### src/rtl/eirq_pkg.sv
// Shared types for the external interrupt controller.
// Assumes a two-bit register index, one register per index.
package eirq_pkg;

    localparam int ADDR_W = 2;

    typedef enum logic [ADDR_W-1:0] {
        REG_FLAG = 2'd0,
        REG_WAKE = 2'd1,
        REG_MODE = 2'd2,
        REG_POL  = 2'd3
    } eirq_reg_e;

endpackage

### src/rtl/eirq_filter.sv
// Two-flop synchronizer followed by a stability filter for one pin.
// The filtered output takes a new level only after the synchronized value
// has differed from it on FILT_LEN consecutive clocks.
// Assumes pins idle high: all stages reset to 1.
module eirq_filter #(
    parameter int FILT_LEN = 3
) (
    input  logic clk,
    input  logic rst_n,
    input  logic pin_i,
    output logic sync_o,
    output logic filt_o
);
    localparam int CW = $clog2(FILT_LEN + 1);

    logic       meta_q;
    logic       sync_q;
    logic       filt_q;
    logic [CW-1:0] cnt_q;

    // Bring the asynchronous pin into the clock domain.
    always_ff @(posedge clk) begin
        if (!rst_n) begin
            meta_q <= 1'b1;
            sync_q <= 1'b1;
        end else begin
            meta_q <= pin_i;
            sync_q <= meta_q;
        end
    end

    // Count consecutive mismatches and accept the level once the count is full.
    always_ff @(posedge clk) begin
        if (!rst_n) begin
            filt_q <= 1'b1;
            cnt_q  <= '0;
        end else if (sync_q != filt_q) begin
            if (cnt_q == CW'(FILT_LEN - 1)) begin
                filt_q <= sync_q;
                cnt_q  <= '0;
            end else begin
                cnt_q <= cnt_q + 1'b1;
            end
        end else begin
            cnt_q <= '0;
        end
    end

    assign sync_o = sync_q;
    assign filt_o = filt_q;
endmodule

### src/rtl/eirq_chan.sv
// Detection, sticky flag and wake request for one channel.
// mode_i: 1 = edge, 0 = level. pol_i: 1 = rising/high, 0 = falling/low.
// A set condition has priority over a clear in the same cycle.
module eirq_chan (
    input  logic clk,
    input  logic rst_n,
    input  logic filt_i,
    input  logic mode_i,
    input  logic pol_i,
    input  logic wake_en_i,
    input  logic clr_i,
    output logic evt_o,
    output logic flag_o,
    output logic wake_o
);
    logic filt_d;
    logic flag_q;
    logic wake_q;
    logic rise;
    logic fall;
    logic active;
    logic set;

    // Decode the selected edge or level of the filtered input.
    always_comb begin
        rise   = filt_i & ~filt_d;
        fall   = ~filt_i & filt_d;
        evt_o  = mode_i & (pol_i ? rise : fall);
        active = ~mode_i & (filt_i == pol_i);
        set    = evt_o | active;
    end

    // Keep the previous filtered level, the sticky flag and the wake request.
    always_ff @(posedge clk) begin
        if (!rst_n) begin
            filt_d <= 1'b1;
            flag_q <= 1'b0;
            wake_q <= 1'b0;
        end else begin
            filt_d <= filt_i;
            flag_q <= set | (flag_q & ~clr_i);
            wake_q <= set & wake_en_i;
        end
    end

    assign flag_o = flag_q;
    assign wake_o = wake_q;
endmodule

### src/rtl/eirq_regs.sv
// Register port: wake enable, mode and polarity storage, flag clear strobes
// and combinational read mux. Bits above N_CH read as 0 and ignore writes.
module eirq_regs
    import eirq_pkg::*;
#(
    parameter int N_CH   = 3,
    parameter int DATA_W = 8
) (
    input  logic              clk,
    input  logic              rst_n,
    input  logic              psel,
    input  logic              penable,
    input  logic              pwrite,
    input  logic [ADDR_W-1:0] paddr,
    input  logic [DATA_W-1:0] pwdata,
    input  logic [N_CH-1:0]   flags_i,
    output logic [N_CH-1:0]   wake_en_o,
    output logic [N_CH-1:0]   mode_o,
    output logic [N_CH-1:0]   pol_o,
    output logic [N_CH-1:0]   clr_o,
    output logic [DATA_W-1:0] prdata
);
    localparam int PAD_W = DATA_W - N_CH;

    logic            wr;
    logic [N_CH-1:0] rd_val;
    logic            unused_hi;
    eirq_reg_e       sel;

    assign sel       = eirq_reg_e'(paddr);
    assign wr        = psel & penable & pwrite;
    assign unused_hi = ^pwdata[DATA_W-1:N_CH];

    // Store configuration bits on an access-phase write.
    always_ff @(posedge clk) begin
        if (!rst_n) begin
            wake_en_o <= '0;
            mode_o    <= '0;
            pol_o     <= '0;
        end else if (wr) begin
            case (sel)
                REG_WAKE: wake_en_o <= pwdata[N_CH-1:0];
                REG_MODE: mode_o    <= pwdata[N_CH-1:0];
                REG_POL:  pol_o     <= pwdata[N_CH-1:0];
                default:  ;
            endcase
        end
    end

    // Produce the write-one-to-clear strobes and the read data.
    always_comb begin
        clr_o = (wr && sel == REG_FLAG) ? pwdata[N_CH-1:0] : '0;
        case (sel)
            REG_FLAG: rd_val = flags_i;
            REG_WAKE: rd_val = wake_en_o;
            REG_MODE: rd_val = mode_o;
            default:  rd_val = pol_o;
        endcase
        prdata = {{PAD_W{1'b0}}, rd_val};
    end
endmodule

### src/rtl/ext_irq_ctrl.sv
// External interrupt input controller: per-channel synchronizer and filter,
// edge/level detection with selectable polarity, sticky write-one-to-clear
// flags driving irq_o, and a separately enabled wake request.
// Assumes DATA_W >= N_CH and pins that idle high.
module ext_irq_ctrl
    import eirq_pkg::*;
#(
    parameter int N_CH     = 3,
    parameter int DATA_W   = 8,
    parameter int FILT_LEN = 3
) (
    input  logic              clk,
    input  logic              rst_n,
    input  logic [N_CH-1:0]   pin_i,
    input  logic              psel,
    input  logic              penable,
    input  logic              pwrite,
    input  logic [ADDR_W-1:0] paddr,
    input  logic [DATA_W-1:0] pwdata,
    output logic [DATA_W-1:0] prdata,
    output logic [N_CH-1:0]   irq_o,
    output logic [N_CH-1:0]   wake_o
);
    logic [N_CH-1:0] sync_w;
    logic [N_CH-1:0] filt_w;
    logic [N_CH-1:0] evt_w;
    logic [N_CH-1:0] wake_en_r;
    logic [N_CH-1:0] mode_r;
    logic [N_CH-1:0] pol_r;
    logic [N_CH-1:0] clr_w;

    eirq_regs #(.N_CH(N_CH), .DATA_W(DATA_W)) u_regs (
        .clk       (clk),
        .rst_n     (rst_n),
        .psel      (psel),
        .penable   (penable),
        .pwrite    (pwrite),
        .paddr     (paddr),
        .pwdata    (pwdata),
        .flags_i   (irq_o),
        .wake_en_o (wake_en_r),
        .mode_o    (mode_r),
        .pol_o     (pol_r),
        .clr_o     (clr_w),
        .prdata    (prdata)
    );

    for (genvar i = 0; i < N_CH; i++) begin : g_ch
        eirq_filter #(.FILT_LEN(FILT_LEN)) u_filt (
            .clk    (clk),
            .rst_n  (rst_n),
            .pin_i  (pin_i[i]),
            .sync_o (sync_w[i]),
            .filt_o (filt_w[i])
        );

        eirq_chan u_chan (
            .clk       (clk),
            .rst_n     (rst_n),
            .filt_i    (filt_w[i]),
            .mode_i    (mode_r[i]),
            .pol_i     (pol_r[i]),
            .wake_en_i (wake_en_r[i]),
            .clr_i     (clr_w[i]),
            .evt_o     (evt_w[i]),
            .flag_o    (irq_o[i]),
            .wake_o    (wake_o[i])
        );
    end
endmodule

### config.mk
export PLATFORM = sky130hd
export DESIGN_NAME = ext_irq_ctrl
export DESIGN_NICKNAME = d
export VERILOG_FILES = /design/src/rtl/eirq_pkg.sv /design/src/rtl/eirq_filter.sv /design/src/rtl/eirq_chan.sv /design/src/rtl/eirq_regs.sv /design/src/rtl/ext_irq_ctrl.sv
export SDC_FILE = /design/constraint.sdc
export NUM_CORES = 1
export LEC_CHECK = 0
export BUFFER_PORTS_ARGS = -buffer_cell sky130_fd_sc_hd__buf_2
export CAP_MARGIN = 10
export CORE_ASPECT_RATIO = 0.9
export CORE_MARGIN = 1
export CORE_UTILIZATION = 56
export DETAILED_ROUTE_END_ITERATION = 16
export GPL_TIMING_DRIVEN = 0
export PLACE_DENSITY = 0.83
export SYNTH_ARGS = -nofsm -noshare
export SYNTH_HDL_FRONTEND = slang
export SYNTH_SLANG_ARGS = --single-unit
export TNS_END_PERCENT = 20
### constraint.sdc
create_clock -name clk -period 1.6 [get_ports clk]
set_input_delay 0 -clock clk [delete_from_list [all_inputs] [get_ports clk]]
set_output_delay 0 -clock clk [all_outputs]
set_load 0.02 [all_outputs]
# [After elaboration in Yosys (flattened, before gate mapping)]
# Index checks and enable logic that the tools add are counted.
[totals] reg_bits=33 out_inout_bits=14 wordCells=97
[op_classes] add_sub_neg=3 n_eq_ne=12 muxes=5 n_bitwise=42 n_reduce_logical=11
[ops] cell="1-bit AND" n=20
[ops] cell="1-bit NOT" n=16
[ops] cell="2-bit AND reduction" n=6
[ops] cell="2-bit equality test (second input constant)" n=5
[ops] cell="3-bit one-hot mux with 3 select lines" n=1
[ops] cell="3-bit OR reduction" n=3
[ops] cell="2-bit by 1-bit adder with 2-bit output (second input constant)" n=3
[ops] cell="1-bit bitwise OR" n=6
[ops] cell="1-bit equality test" n=3
[ops] cell="1-bit 2-to-1 mux" n=3
[ops] cell="3-bit 2-to-1 mux" n=1
[ops] cell="1-bit != test" n=3
[ops] cell="2-bit by 1-bit equality test with 1-bit output (second input constant)" n=1
[ops] cell="2-bit zero test" n=1
[ops] cell="1-bit logical AND" n=1

# [Longest topological paths before layout]
[logic_depth] word_depth=7 depth_mapped=4 ltp_nobuf=4

# [Modules after synthesis]
# From an unflattened synthesis, not the netlist that was laid out.
[hier_totals] hier_cells=137 hier_area_um2=1418.9
[by_module_without_submodules] module="eirq_filter" instances=3 cells_per_inst=14 area_per_inst_um2=168.9
[by_module_without_submodules] module="eirq_regs" instances=1 cells_per_inst=50 area_per_inst_um2=503.0
[by_module_without_submodules] module="eirq_chan" instances=3 cells_per_inst=15 area_per_inst_um2=136.4

# [Least setup slack after synthesis]
# OpenSTA, ideal clock, no wires.
[synth_path] path_type="flip-flop to flip-flop" from="reg g_ch[2].u_filt.cnt_q[0]" to="reg g_ch[2].u_filt.cnt_q[0]" setup_time_ps=65 arrival_time_ps=994 setup_slack_ps=542 stages_incl_launch_ff=5 synth_period_minus_slack_ps=1058 cell_sequence="dfxtp_1 > inv_1 > ha_1 > or3_1 > nor2_1"
[synth_via] elab_chain_cells=2
[synth_rtl] element="start: declaration" line="eirq_filter.sv:19" text="logic [CW-1:0] cnt_q;"
[synth_rtl] element="start signal: assignment" line="eirq_filter.sv:42" text="cnt_q <= cnt_q + 1'b1;"
[synth_rtl] element="2-bit equality test" line="eirq_filter.sv:38" text="if (cnt_q == CW'(FILT_LEN - 1)) begin"
[synth_rtl] element="3-bit OR reduction (no line)"
# Several ways; a longest one is shown, not always the timed one.
# A chain may end at the register's enable or synchronous reset.

# [Worst setup path in the final report]
[layout_path] from="reg u_regs.pol_o[2]" to="out prdata[2]"
[layout_via] elab_chain_cells=1
[layout_rtl] element="start: declaration" line="eirq_regs.sv:19" text="output logic [N_CH-1:0] pol_o,"
[layout_rtl] element="start signal: assignment" line="eirq_regs.sv:44" text="REG_POL: pol_o <= pwdata[N_CH-1:0];"
[layout_rtl] element="3-bit one-hot mux with 3 select lines" line="eirq_regs.sv:53" text="case (sel)"
[layout_rtl] element="end: declaration" line="ext_irq_ctrl.sv:20" text="output logic [DATA_W-1:0] prdata,"
# No other way between the ends.

==> flow_summary_export.csv <==
group,metric,value,unit
final_layout,syn2layout_area_growth,19.1,%
placement,dp_hpwl,1730,um
sta,maxSlewViolCount,0,
grt,grt-ovfl-total,0,
grt,use_met2,0.362,
placement,portBuffers,19,
routing,drt_iter0_markers,19,
yosys,yosysWarningCount,0,
routing,drcViolationCount,0,
floorplanning,initial_utilization,0.614,
min_path,hp-class,"in -> reg",
power,p_per_area,841,nW/um^2
worst_setup_path,timing.rr.end,"g_ch[0].u_filt.cnt_q[1]",
clocking,clockRootBuffer,"clkbuf_4",
floorplanning,die-height,49.1,um
min_path,hold_end,"g_ch[2].u_chan.flag_o",
worst_setup_path,cpPeakStageDelay,480,ps
clocking,clkSlewWorstSetupHoldPaths,90,ps
worst_setup_path,worstPathRequired,1600,ps
routing,vias,995,
clocking,cts_resized,0,
routing,wl,2340,um
placement,pre_cts_slack,472,ps
worst_setup_path,path_delay_family,"multiplexers",
grt,grt_pass1_wl,4200,um
grt,busiest_layer,"met2",
power,p_total,1.38,mW
routing,first_pass_iters,4,
worst_setup_path,rr_worst_depth,4,
routing,routedWlPerCell,11.6,um
final_layout,final_cell_mix,"33 x dfxtp_1, 23 x buf_2, 15 x nand2_1, 12 x mux2i_1, 11 x buf_4",
clocking,cts_tree,"built",
worst_setup_path,crit_fanout,4,
worst_setup_path,end_kind,"output pin",
sta,max_freq,748,MHz
grt,antenna_found_initial,0,
yosys,ys_seq_elements,33,
clocking,cts_buffers,5,
grt,track_usage,0.219,
sta,period_share,0.835,
grt,use_met1,0.258,
clocking,htreeDepth,2,
sta,grt_setup_unrepaired,"false",
final_layout,final_util,0.732,
worst_setup_path,startpoint_type,"flip-flop",
min_path,holdPathStages,3,
clocking,post_cts_buffers,0,
final_layout,fillCellCount,169,
floorplanning,dieArea,2660,um^2
worst_setup_path,reg2reg_from,"g_ch[0].u_filt.cnt_q[0]",
routing,via_per_inst,4.95,
yosys,ys_types,30,
final_layout,diodes,0,
sta,setup_viol,0,
final_layout,final_common_cell,"dfxtp_1",
yosys,synth_edf_count,0,
worst_setup_path,path_cells,"mux4_2 -> buf_2",
floorplanning,core_area,2240,um^2
yosys,synth_ff_type,"dfxtp_1",
worst_setup_path,crit_arrival,1340,ps
sta,period_needed,1340,ps
sta,finClkSkew,8.28,ps
floorplanning,rows,16,
run,drv_cap,0,
grt,grt_pass1_vias,1011,
yosys,ys_seq_area_frac,0.480,
sta,setup_tns,0,ps
worst_setup_path,cp.buffers_inverters,1,
sta,worst_slack,263,ps
floorplanning,boundaryPins,32,
yosys,syn_avg_cell_area,10.1,um^2
clocking,clock_latency,320,ps
yosys,mappedNetlistArea,1380,um^2
sta,hold_viol,0,
grt,met3_usage,0.0717,
min_path,min_from,"paddr[0]",
clocking,cts.sink_count,33,
clocking,clockBufferDepth,2,
sta,hold_slack,62.8,ps
power,p_leak,0.742,nW
placement,gp_congestion,0.833,
grt,grt_max_degree,11,
power,max-vdd-ir-drop,0.000723,V
final_layout,num-nets-final,194,
yosys,synthCells,136,
status,status,"finished clean",
final_layout,drive_above_1_share,0.253,
floorplanning,die-width,54.3,um
worst_setup_path,path_class,"reg -> out",
routing,final_antenna_net_count,0,
worst_setup_path,r2r_slack,450,ps
yosys,async_reset_ff_frac,0,
worst_setup_path,cp_slowest_cell,"mux4_2",
## logic make-up (layout without fill, tap and decap cells)
| kind of cell | Yosys count | count (layout) | share of synthesized area |
|---|---|---|---|
| buffers and inverters | 21 | 55 | 0.0963 |
| other | 1 | 5 | 0.00272 |
| and+or+nand+nor | 48 | 48 | 0.178 |
| xor gates and xnor gates | 5 | 5 | 0.0318 |
| AOI/OAI and AO/OA | 10 | 10 | 0.0481 |
| muxes | 15 | 15 | 0.136 |
| DFF | 33 | 33 | 0.480 |
| adders and majority gates | 3 | 3 | 0.0273 |
## power breakdown
| part | internal [mW] | leakage (nW) | switching [mW] |
|---|---|---|---|
| logic | 0.0585 | 0.448 | 0.0573 |
| registers | 0.834 | 0.268 | 0.00710 |
| clock network | 0.175 | 0.0265 | 0.248 |
## synth_stat cells, types with 2 or more instances
cell type / number / share of area
a21boi_0: 2 / 0.011
a21oi_1: 2 / 0.0073
a22oi_1: 2 / 0.011
buf_2: 4 / 0.015
buf_4: 11 / 0.060
dfxtp_1: 33 / 0.48
ha_1: 3 / 0.027
inv_1: 4 / 0.011
mux2i_1: 12 / 0.087
mux4_2: 3 / 0.049
nand2_1: 15 / 0.041
nand2b_1: 10 / 0.045
nor2_1: 10 / 0.027
o21ai_1: 2 / 0.0073
or2b_1: 3 / 0.016
or3_1: 3 / 0.014
xnor2_1: 4 / 0.025
## per-layer routing
| layer | wire (um) | part of all wire |
|---|---|---|
| met2 | 1160 | 0.50 |
| met4 | 21 | 0.0090 |
| met5 | 0 | 0 |
| met1 | 1040 | 0.45 |
| met3 | 115 | 0.049 |
## per-stage QoR
step	instance area, um^2	std cells
2_1_floorplan	1390	140
3_3_place_gp	1520	186
3_5_place_dp	1520	186
4_1_cts	1640	201
5_1_grt	1640	201
6_report	1640	201
## sequential cells by signal (all words and copies together), names as in the netlist
register,flops
g_ch.u_filt.sync_o,3
g_ch.u_filt.filt_o,3
u_regs.pol_o,3
g_ch.u_chan.filt_d,3
g_ch.u_filt.meta_q,3
g_ch.u_filt.cnt_q,6
g_ch.u_chan.flag_o,3
u_regs.wake_en_o,3
g_ch.u_chan.wake_o,3
u_regs.mode_o,3
## worst reg2reg max path, stage by stage, from the launching register on
cell and delay (ps):
dfxtp_1 340, inv_1 50, ha_1 210, or3_1 390, nor2_1 100
## timing repair
action	in CTS	in global routing
hold endpoints to repair	12	0
setup endpoints to repair	0	0
hold buffers	7	0
## how the worst max path moves through the flow
stage,from,endpoint,cells after the start
2_1_floorplan,g_ch[2].u_filt.cnt_q[0],g_ch[2].u_filt.cnt_q[0],4
3_3_place_gp,g_ch[0].u_filt.cnt_q[0],g_ch[0].u_filt.cnt_q[0],4
3_5_place_dp,g_ch[1].u_filt.cnt_q[0],g_ch[1].u_filt.cnt_q[1],4
4_1_cts,u_regs.pol_o[2],prdata[2],2
5_1_grt,u_regs.pol_o[2],prdata[2],2
6_report,u_regs.pol_o[2],prdata[2],2
## layout make-up
| type | instances | area (um^2) | share of cell area |
|---|---|---|---|
| Sequential cell | 33 | 661 | 0.403 |
| Buffer | 16 | 114 | 0.0694 |
| Multi-Input combinational cell | 86 | 599 | 0.365 |
| Inverter | 5 | 18.8 | 0.0114 |
| Tap cell | 27 | 33.8 | 0.0206 |
| Timing Repair Buffer | 26 | 165 | 0.101 |
| Clock buffer | 8 | 48.8 | 0.0297 |
(Power assumes the default switching activity.)
